==> src/rtl/bpd_pkg.sv <==
package bpd_pkg;
    localparam int ADDR_W  = 32;
    localparam int DATA_W  = 32;
    localparam int STRB_W  = DATA_W / 8;
    localparam int CSEL_W  = 6;
    localparam int OFF_W   = ADDR_W - 2 - CSEL_W;   // in-core byte offset
    localparam int WOFF_W  = OFF_W - 2;             // in-core word offset
    localparam int NCORE   = 7;

    typedef enum logic [1:0] {
        RG_ROM  = 2'b00,
        RG_RAM  = 2'b01,
        RG_RSV  = 2'b10,
        RG_MMIO = 2'b11
    } region_e;

    // core index -> 6-bit core code (address bits [29:24])
    localparam logic [CSEL_W-1:0] CORE_CODE [NCORE] =
        '{6'h00, 6'h01, 6'h02, 6'h03, 6'h04, 6'h10, 6'h3f};

    localparam int CI_SECRET = 2;
    localparam int CI_SCRAM  = 5;
    localparam int CI_SYS    = 6;

    // system-control byte offsets
    localparam logic [OFF_W-1:0] OFF_SWITCH   = 24'h000100;
    localparam logic [OFF_W-1:0] OFF_APP_LOC  = 24'h000200;
    localparam logic [OFF_W-1:0] OFF_APP_LEN  = 24'h000204;
    localparam logic [OFF_W-1:0] OFF_ID_LO    = 24'h000280;
    localparam logic [OFF_W-1:0] OFF_ID_HI    = 24'h00029c;
    localparam logic [OFF_W-1:0] OFF_AKEY_LO  = 24'h000300;
    localparam logic [OFF_W-1:0] OFF_AKEY_HI  = 24'h00030c;

    typedef struct packed {
        logic app_mode;
    } state_t;
endpackage

==> src/rtl/bpd_region_dec.sv <==
module bpd_region_dec
    import bpd_pkg::*;
(
    input  logic [ADDR_W-1:0] addr,
    output region_e           region,
    output logic [NCORE-1:0]  core_hit
);
    assign region = region_e'(addr[ADDR_W-1 -: 2]);

    for (genvar i = 0; i < NCORE; i++) begin : g_hit
        assign core_hit[i] = (region == RG_MMIO) &&
                             (addr[ADDR_W-3 -: CSEL_W] == CORE_CODE[i]);
    end
endmodule

==> src/rtl/bpd_perm.sv <==
module bpd_perm
    import bpd_pkg::*;
(
    input  logic              app_mode,
    input  logic              is_wr,
    input  logic [NCORE-1:0]  core_hit,
    input  logic [WOFF_W-1:0] woff,
    output logic              is_switch,
    output logic              deny
);
    logic sys_hit;
    logic in_akey;
    logic in_ro;
    logic hidden;
    logic ro_block;

    assign sys_hit   = core_hit[CI_SYS];
    assign is_switch = sys_hit && (woff == OFF_SWITCH[OFF_W-1:2]);

    assign in_akey = (woff >= OFF_AKEY_LO[OFF_W-1:2]) &&
                     (woff <= OFF_AKEY_HI[OFF_W-1:2]);
    assign in_ro   = (woff == OFF_APP_LOC[OFF_W-1:2]) ||
                     (woff == OFF_APP_LEN[OFF_W-1:2]) ||
                     ((woff >= OFF_ID_LO[OFF_W-1:2]) &&
                      (woff <= OFF_ID_HI[OFF_W-1:2]));

    assign hidden   = app_mode && (core_hit[CI_SECRET] || core_hit[CI_SCRAM] ||
                                   (sys_hit && in_akey));
    assign ro_block = app_mode && is_wr && sys_hit && in_ro;
    assign deny     = hidden || ro_block;
endmodule

==> src/rtl/bus_priv_decoder.sv <==
module bus_priv_decoder
    import bpd_pkg::*;
(
    input  logic                    clk,
    input  logic                    rst_n,
    input  logic                    cpu_valid,
    input  logic [ADDR_W-1:0]       cpu_addr,
    input  logic [STRB_W-1:0]       cpu_wstrb,
    input  logic [DATA_W-1:0]       cpu_wdata,
    output logic                    cpu_ready,
    output logic [DATA_W-1:0]       cpu_rdata,
    output logic                    rom_sel,
    output logic                    ram_sel,
    output logic [NCORE-1:0]        core_sel,
    output logic [ADDR_W-3:0]       mem_addr,
    output logic [STRB_W-1:0]       dev_wstrb,
    output logic [DATA_W-1:0]       dev_wdata,
    input  logic [DATA_W-1:0]       rom_rdata,
    input  logic [DATA_W-1:0]       ram_rdata,
    input  logic [NCORE*DATA_W-1:0] core_rdata,
    output logic                    app_mode
);
    state_t            s_d, s_q;
    region_e           region;
    logic [NCORE-1:0]  core_hit;
    logic              is_wr;
    logic              is_switch;
    logic              deny;
    logic              grant;
    logic [DATA_W-1:0] core_mux [NCORE+1];

    bpd_region_dec u_region (
        .addr     (cpu_addr),
        .region   (region),
        .core_hit (core_hit)
    );

    bpd_perm u_perm (
        .app_mode  (s_q.app_mode),
        .is_wr     (is_wr),
        .core_hit  (core_hit),
        .woff      (cpu_addr[OFF_W-1:2]),
        .is_switch (is_switch),
        .deny      (deny)
    );

    assign is_wr = |cpu_wstrb;

    // or-reduce the read data of the selected core
    assign core_mux[0] = '0;
    for (genvar i = 0; i < NCORE; i++) begin : g_rmux
        assign core_mux[i+1] = core_mux[i] |
            (core_sel[i] ? core_rdata[i*DATA_W +: DATA_W] : '0);
    end

    always_comb begin
        s_d       = s_q;
        grant     = cpu_valid && !deny && !is_switch;
        rom_sel   = grant && (region == RG_ROM);
        ram_sel   = grant && (region == RG_RAM);
        core_sel  = grant ? core_hit : '0;
        dev_wstrb = (rom_sel || ram_sel || (|core_sel)) ? cpu_wstrb : '0;
        if (cpu_valid && is_wr && is_switch)
            s_d.app_mode = 1'b1;
        if (cpu_valid && is_switch)
            cpu_rdata = {DATA_W{s_q.app_mode}};
        else if (rom_sel)
            cpu_rdata = rom_rdata;
        else if (ram_sel)
            cpu_rdata = ram_rdata;
        else
            cpu_rdata = core_mux[NCORE];
    end

    always_ff @(posedge clk) begin
        if (!rst_n) s_q <= '0;
        else        s_q <= s_d;
    end

    assign cpu_ready = cpu_valid;
    assign mem_addr  = cpu_addr[ADDR_W-3:0];
    assign dev_wdata = cpu_wdata;
    assign app_mode  = s_q.app_mode;
endmodule

==> config.mk <==
export PLATFORM = sky130hd
export DESIGN_NAME = bus_priv_decoder
export DESIGN_NICKNAME = d
export VERILOG_FILES = /design/src/rtl/bpd_pkg.sv /design/src/rtl/bpd_region_dec.sv /design/src/rtl/bpd_perm.sv /design/src/rtl/bus_priv_decoder.sv
export SDC_FILE = /design/constraint.sdc
export NUM_CORES = 1
export LEC_CHECK = 0
export BUFFER_PORTS_ARGS = -buffer_cell sky130_fd_sc_hd__buf_2
export CAP_MARGIN = 20
export CORE_AREA = 3 3 180 182
export CTS_BUF_LIST = sky130_fd_sc_hd__clkbuf_8
export DETAILED_ROUTE_END_ITERATION = 8
export DIE_AREA = 0 0 183 185
export GPL_TIMING_DRIVEN = 0
export PLACE_DENSITY = 0.39
export SLEW_MARGIN = 25
export SYNTH_ARGS = -nofsm -noshare
export SYNTH_HDL_FRONTEND = slang
export SYNTH_SLANG_ARGS = --single-unit
==> constraint.sdc <==
create_clock -name clk -period 4.3 [get_ports clk]
set_clock_uncertainty 0.15 [all_clocks]
set_input_delay 0 -clock clk [delete_from_list [all_inputs] [get_ports clk]]
set_output_delay 0 -clock clk [all_outputs]
set_load 0.02 [all_outputs]
==> impl_results.md, run 1 <==
* Outcome: complete, no violations
* Vias per std cell at 4.40
* Initial antenna violation count at 4
* Post-DP HPWL at 24700 um
* Post-synthesis mux area share at 8.99%
* DRC at 0
* Via count at 5872
* Antenna Violating Nets Remaining at 0
* Peak supply drop at 28.3 uV
* P_leak at 3.18 nW
* FP Rows at 64
* Largest family of logic cells by synthesized area: compound AO/OA/AOI/OAI gates
* Core Footprint at 30700 um^2
* Die X at 183 um
* Main synth FF type: dfxtp_1
* Critical path, cell by cell: buf_2 > or4_4 > buf_6 > nor4_4 > buf_6 > a21oi_1 > a211oi_1 > or3_1 > buf_2
* Top cell type's share of synthesized area at 13.7%
* Worst hold slack at approximately 0.061 ns
* Post-Route Setup TNS at 0 ns
* Max incr delay on CP at 0.70 ns
* Largest net degree at the start of global routing at 11
* Fmax at 0.331 GHz
* Post-Synthesis Cells at 509
* Final hold viol count at 0
* Num ports at 468
* Post-route clock period utilization at roughly 70%
* Crit Path Class: in2out
* Required @ worst endpoint at roughly 4.2 ns
* Die Ht at 185 um
* Initial DRC Count at 236
* Family with the most delay on the worst path: simple AND/OR/NAND/NOR gates
* Die area at 33900 um^2
* Final net count at 1301
* Synth Area in XOR/XNOR at 0.250%
* Fill cells at 3590
* Number of global-route vias before repair at approximately 5900
* Hold Crit Class: in2reg
* Initial DRT Pass Iterations at 5
* Adder-Cell Fraction of Synth Area at 0%
* CP Capture Type: output pin
* Crit-path max FO at 10
* Hold_buf cts at 0
* RSZ-0062 raised after global routing: false
* Number of flip-flops in the largest register at 1
* Initial Util at 11.4%
* WP buf/inv at 4
* EDFF count, synth at 0
* Total gr overflow at 0
* Kind of start point of the critical path: primary input
* I/O Buffers at about 430
* # Max-Cap Violations at 0
* Critical Path AT at 2.87 ns
* Period minus WS final at slightly above 3 ns
* Worst-Skew Late Latency at 0 ns
* Placer Congestion at approximately 0.79
* Layout area overhead at 76.0%
* Post CTS Setup Buffer Count at 0
* Final slew viol count at 0
* Antenna diode instance count at 0
* CP max stage cell: a211oi_1
* Clock Pin Slew Worst Setup and Hold Paths at 0 ns
* Register area share after synthesis at 0.571%
* Final core utilization at 20.1%
* Yosys Warn Count at 0
* Syn Std Cell Area at 3510 um^2
* Pwr dens at around 84 nW/um^2
* Share of post-route cells with drive strength above 1 at between 50% and 60%
* Area contributors post-synth: buf_4 14%, a22oi_1 12%, a21oi_1 9.7%, mux2_2 9.0%, a22o_1 8.5%
* Synthesized-area fraction occupied by and/or/nand/nor cells at 23.3%
* Routed Wire Length at 28400 um
* Setup-failing EPs final at 0
* Fraction of registers with async set/reset at 0%
* Pwr Total at 0.520 mW
* Cell taking the most area after synthesis: buf_4
* Synth Area in Compound Gates at 45.4%
* Tot GR Track Use at 15.2%
* Netlist cell types at 51
* Post-Syn Nets at 868
* Average cell area after synthesis at 6.89 um^2
* Slew HR at 41.6%
* # resized after CTS at 0
* First-pass GRT wire length at 38200 um
* Least-Margin Pin Slew at 0.876 ns
* Reg area at 20.0 um^2
* Footprint of the multi-input gates at 2740 um^2
* Wire per inst at between 20 and 25 um
* Synth Register Bits at 1
==> synth_stat cells (all sizes together) (3+ instances only) <==
master / number
a22o: 34
nand3b: 7
or4: 3
and2: 7
nor3b: 17
nor2: 8
a21oi: 68
nor4: 10
a211oi: 17
a222oi: 4
a211o: 13
clkbuf: 29
buf: 86
or3: 18
a21o: 4
o21ai: 4
nand3: 8
a32oi: 4
o211ai: 9
mux2: 28
nand2b: 3
nor3: 4
inv: 6
nand2: 38
a22oi: 58
==> through the flow <==
stage	setup WS [ns]	std cells	instance area [um^2]
floorplan	1.98	509	3510
CTS	1.23	1336	6160
detailed placement	1.23	1336	6160
global route	1.11	1336	6170
finish	1.28	1336	6170
global placement	1.10	1336	6160
==> power breakdown <==
| part | switching, mW | leakage, nW | internal (mW) |
|---|---|---|---|
| Clock | 0 | 0 | 0 |
| Sequential | 0.0000000000276 | 0.00805 | 0.00947 |
| Combinational | 0.262 | 3.17 | 0.249 |
| Total | 0.262 | 3.18 | 0.258 |
==> path summary, 6_finish.rpt <==
path                        end         start  depth (start not counted)  slack, ns
setup / recovery  cpu_rdata[14]  cpu_addr[29]                          9       1.28
hold / removal         app_mode         rst_n                          2       0.06
setup reg to reg       app_mode      app_mode                          1       3.47
hold reg to reg        app_mode      app_mode                          1       0.47
==> routing by layer <==
metal | GRT usage (%) | vias to the layer above | part of all wire [%]
met4 | 2.13 | 2 | 1.5
met1 | 19.3 | 2746 | 41
met2 | 28.2 | 315 | 51
met3 | 1.57 | 23 | 6.3
met5 | 0 | - | 0.046
li1 | - | 2786 | -
==> cell usage in the layout (no fill, tap or decap), types with 3 or more instances in the layout <==
cell      instances
nand2b_1          3
clkbuf_1         28
nand3_1           8
nor4_1            8
a222oi_1          4
a32oi_1           4
nor3b_1          17
inv_1             6
nor2_1            8
or3_1            18
buf_6             5
nand2_1          38
a211oi_1         17
nand3b_1          7
a22oi_1          58
buf_2           446
and2_1            7
a21oi_1          68
o21ai_0           4
mux2_2           28
a22o_1           34
o211ai_1          9
a21o_1            4
buf_4            64
a211o_1          13
==> kinds of logic after synthesis <==
family | Yosys count
flip-flops | 1
multiplexers | 28
AO/OA/AOI/OAI | 222
XOR/XNOR | 1
AND/OR/NAND/NOR | 136
buffers and inverters | 121
==> final cells by class <==
class,count,area share [%]
repair buffers,431,35.0
flip-flops and latches,1,0.324
well taps,396,8.03
multi-input cells,387,44.5
plain buffers,115,11.9
inverters,6,0.365
No activity file was read; power rests on OpenSTA's default activity.
==> inputs of run 2 (changes only) <==
ABC_AREA = 1   (was unset)
CORE_AREA = 3 3 181 183   (was 3 3 180 182)
DIE_AREA = 0 0 184 186   (was 0 0 183 185)
PLACE_DENSITY = 0.42   (was 0.39)
clock period = 2.7 ns   (was 4.3 ns; I/O delays follow)
==> run 2 against run 1 <==
Against the previous run: sequential share of layout area about the same; register-to-register slack got worse by 1.6 ns; routed wire length increased by 17%; core utilization increased by 1.7 points; largest cell class is now multi-input gates; largest power group unchanged.
==> impl_results.md, run 2 <==
* Outcome: complete, no violations
* I/O Buffers at 433 (+0.46%)
* Least-Margin Pin Slew at 0.901 ns (+0.0255 ns)
* Final net count at 1615 (+24%)
* Initial DRT Pass Iterations at 5 (unchanged)
* Die Ht at 186 um (+0.54%)
* Die area at 34200 um^2 (+1.1%)
* Placer Congestion at 0.891 (+13%)
* Peak supply drop at 43.6 uV (+54%)
* Synth Register Bits at 1 (unchanged)
* Number of flip-flops in the largest register at 1 (unchanged)
* Yosys Warn Count at 0 (unchanged)
* Post CTS Setup Buffer Count at 0 (unchanged)
* Most common cell after layout, fill and taps aside: buf_2
* Fmax at 0.402 GHz
* Initial DRC Count at 342 (+45%)
* Share of post-route cells with drive strength above 1 at 45.8% (-13 points)
* Hold path startpoint: cpu_wdata[25]
* Leading cell type by number of instances after synthesis: nand2_1
* Top cell type's share of synthesized area at 25.9% (+12 points)
* Area after DPL at 6770 um^2 (+9.8%)
* Crit Path Class: in2out
* Core Footprint at 31400 um^2 (+2.1%)
* Routed Wire Length at 33300 um (+17%)
* EDFF count, synth at 0 (unchanged)
* Fraction of registers with async set/reset at 0% (unchanged)
* Post-Route Setup TNS at 0 ns (unchanged)
* Setup-failing EPs final at 0 (unchanged)
* Area contributors post-synth: nand4_1 26%, nand2_1 18%, nor2_1 14%, buf_4 13%, nand3_1 6.9%
* Largest net degree at the start of global routing at 11 (unchanged)
* Initial antenna violation count at 5 (+1)
* Average cell area after synthesis at 4.98 um^2 (-28%)
* Post-Synthesis Cells at 821 (+61%)
* Main synth FF type: dfxtp_1
* Total gr overflow at 0 (unchanged)
* Via count at 7220 (+23%)
* Pwr dens at 109 nW/um^2 (+29%)
* Cell taking the most area after synthesis: nand4_1
* Hold Crit Class: in2out
* Vias per std cell at 4.35 (-0.92%)
* Dpl ws at -0.0934 ns (-1.32 ns)
* Final hold viol count at 0 (unchanged)
* Antenna Violating Nets Remaining at 0 (unchanged)
* Num ports at 468 (unchanged)
* Netlist cell types at 30 (-41%)
* Register area share after synthesis at 0.490% (-0.081 points)
* Die X at 184 um (+0.55%)
* Final slew viol count at 0 (unchanged)
* Post-route clock period utilization at 92.1%
* Layout area overhead at 66.9%
* Slew HR at 39.9% (-1.7 points)
* Period minus WS final at 2.49 ns
* Fin area at 6820 um^2 (+11%)
* Most frequent cells after synthesis: 195 x nand2_1, 169 x nand4_1, 148 x nor2_1
* # Max-Cap Violations at 0 (unchanged)
* First-pass GRT wire length at 45100 um (+18%)
* Worst Setup Slack, final at 0.212 ns (-1.07 ns)
* Wire per inst at 20.1 um (-5.4%)
* Post-Syn Nets at 1180 (+36%)
* Initial Util at 13.0% (+1.6 points)
* Post-DP HPWL at 28800 um (+17%)
* Pwr Total at 0.742 mW (+43%)
* Syn Std Cell Area at 4090 um^2 (+17%)
* Crit path from: cpu_addr[25]
* DRC at 0 (unchanged)
* Hold_buf cts at 0 (unchanged)
* FP Rows at 65 (+1.6%)
* Worst-Skew Late Latency at 0 ns (unchanged)
* P_leak at 4.21 nW (+32%)
* Commonest cells after routing, fill and taps aside: 465 x buf_2, 194 x nand2_1, 169 x nand4_1, 147 x nor2_1, 75 x buf_4
* RSZ-0062 raised after global routing: true
* Tot GR Track Use at 17.8% (+2.6 points)
* Worst hold slack at 0.0671 ns (+0.00630 ns)
* Crit-path max FO at 10 (unchanged)
* CP Capture Type: output pin
* Critical Path AT at 2.34 ns (-0.53 ns)
* Required @ worst endpoint at 2.55 ns (-1.60 ns)
* RR Startpoint: app_mode
* Number of global-route vias before repair at 6936 (+18%)
* Kind of start point of the critical path: primary input
[run 2: cell count changes in the layout (fill, tap and decap cells not counted), moves of 48 or more]
cell,change
nand4_1,+168
nor2_1,+139
inv_1,+64
nand3_1,+48
a21oi_1,-67
nand2_1,+156
a22oi_1,-58
[run 2: path summary, 6_finish.rpt]
check / to / slack (ns) / cells past startpoint
worst max-delay path: cpu_rdata[3] / 0.21 / 12
worst min-delay path: dev_wdata[25] / 0.07 / 2
worst max register to register: app_mode / 1.92 / 2
worst min register to register: app_mode / 0.42 / 2
[run 2: through the flow]
| step | cells | util (%) |
|---|---|---|
| global placement | 1656 | 21.5 |
| floorplan | 821 | - |
| detailed placement | 1656 | 21.6 |
| CTS | 1656 | 21.6 |
| finish | 1658 | 21.7 |
| global route | 1657 | 21.7 |
[run 2: where the power goes]
group	total (mW)	switching, mW	internal (mW)
Clock	0.0000000991	0	0.0000000991
Combinational	0.727	0.388	0.339
Sequential	0.0151	0.0000000000315	0.0151
[run 2: final cells by class]
type	count	area, um^2
Fill cell	3806	24600
Antenna cell	2	5.00
Multi-Input combinational cell	617	3020
Timing Repair Buffer	433	2170
Inverter	74	278
Buffer	129	832
Tap cell	402	503
Sequential cell	1	20.0
[run 2: kinds of logic (layout without fill, tap and decap cells)]
family / after synthesis / after routing / share of synthesized area, %
compound gates: 12 / 12 / 1.87
buf+inv: 203 / 636 / 26.7
flops: 1 / 1 / 0.490
other cells: 0 / 2 / 0
simple gates: 605 / 605 / 70.9
[run 2: metal layers]
layer	global-route usage, %	routed length, um
met3	2.87	2390
met1	22.8	14000
met4	1.72	383
met5	0	21
met2	32.6	16500
[run 2: worst max-delay path, stage by stage]
cell      delay (ns)
buf_2           0.15
nor2_1          0.17
nand2_1         0.13
nor3_4          0.42
clkbuf_1        0.61
nand4_1         0.27
nand3_1         0.13
nor2_1          0.07
nand2_1         0.06
nand2_1         0.04
nand3_1         0.10
buf_2           0.19
[run 2: timing repair]
item,4_1_cts,5_1_grt
endpoints found under the setup margin,5,27
gates resized for setup,3,14
endpoints found under the hold margin,0,0
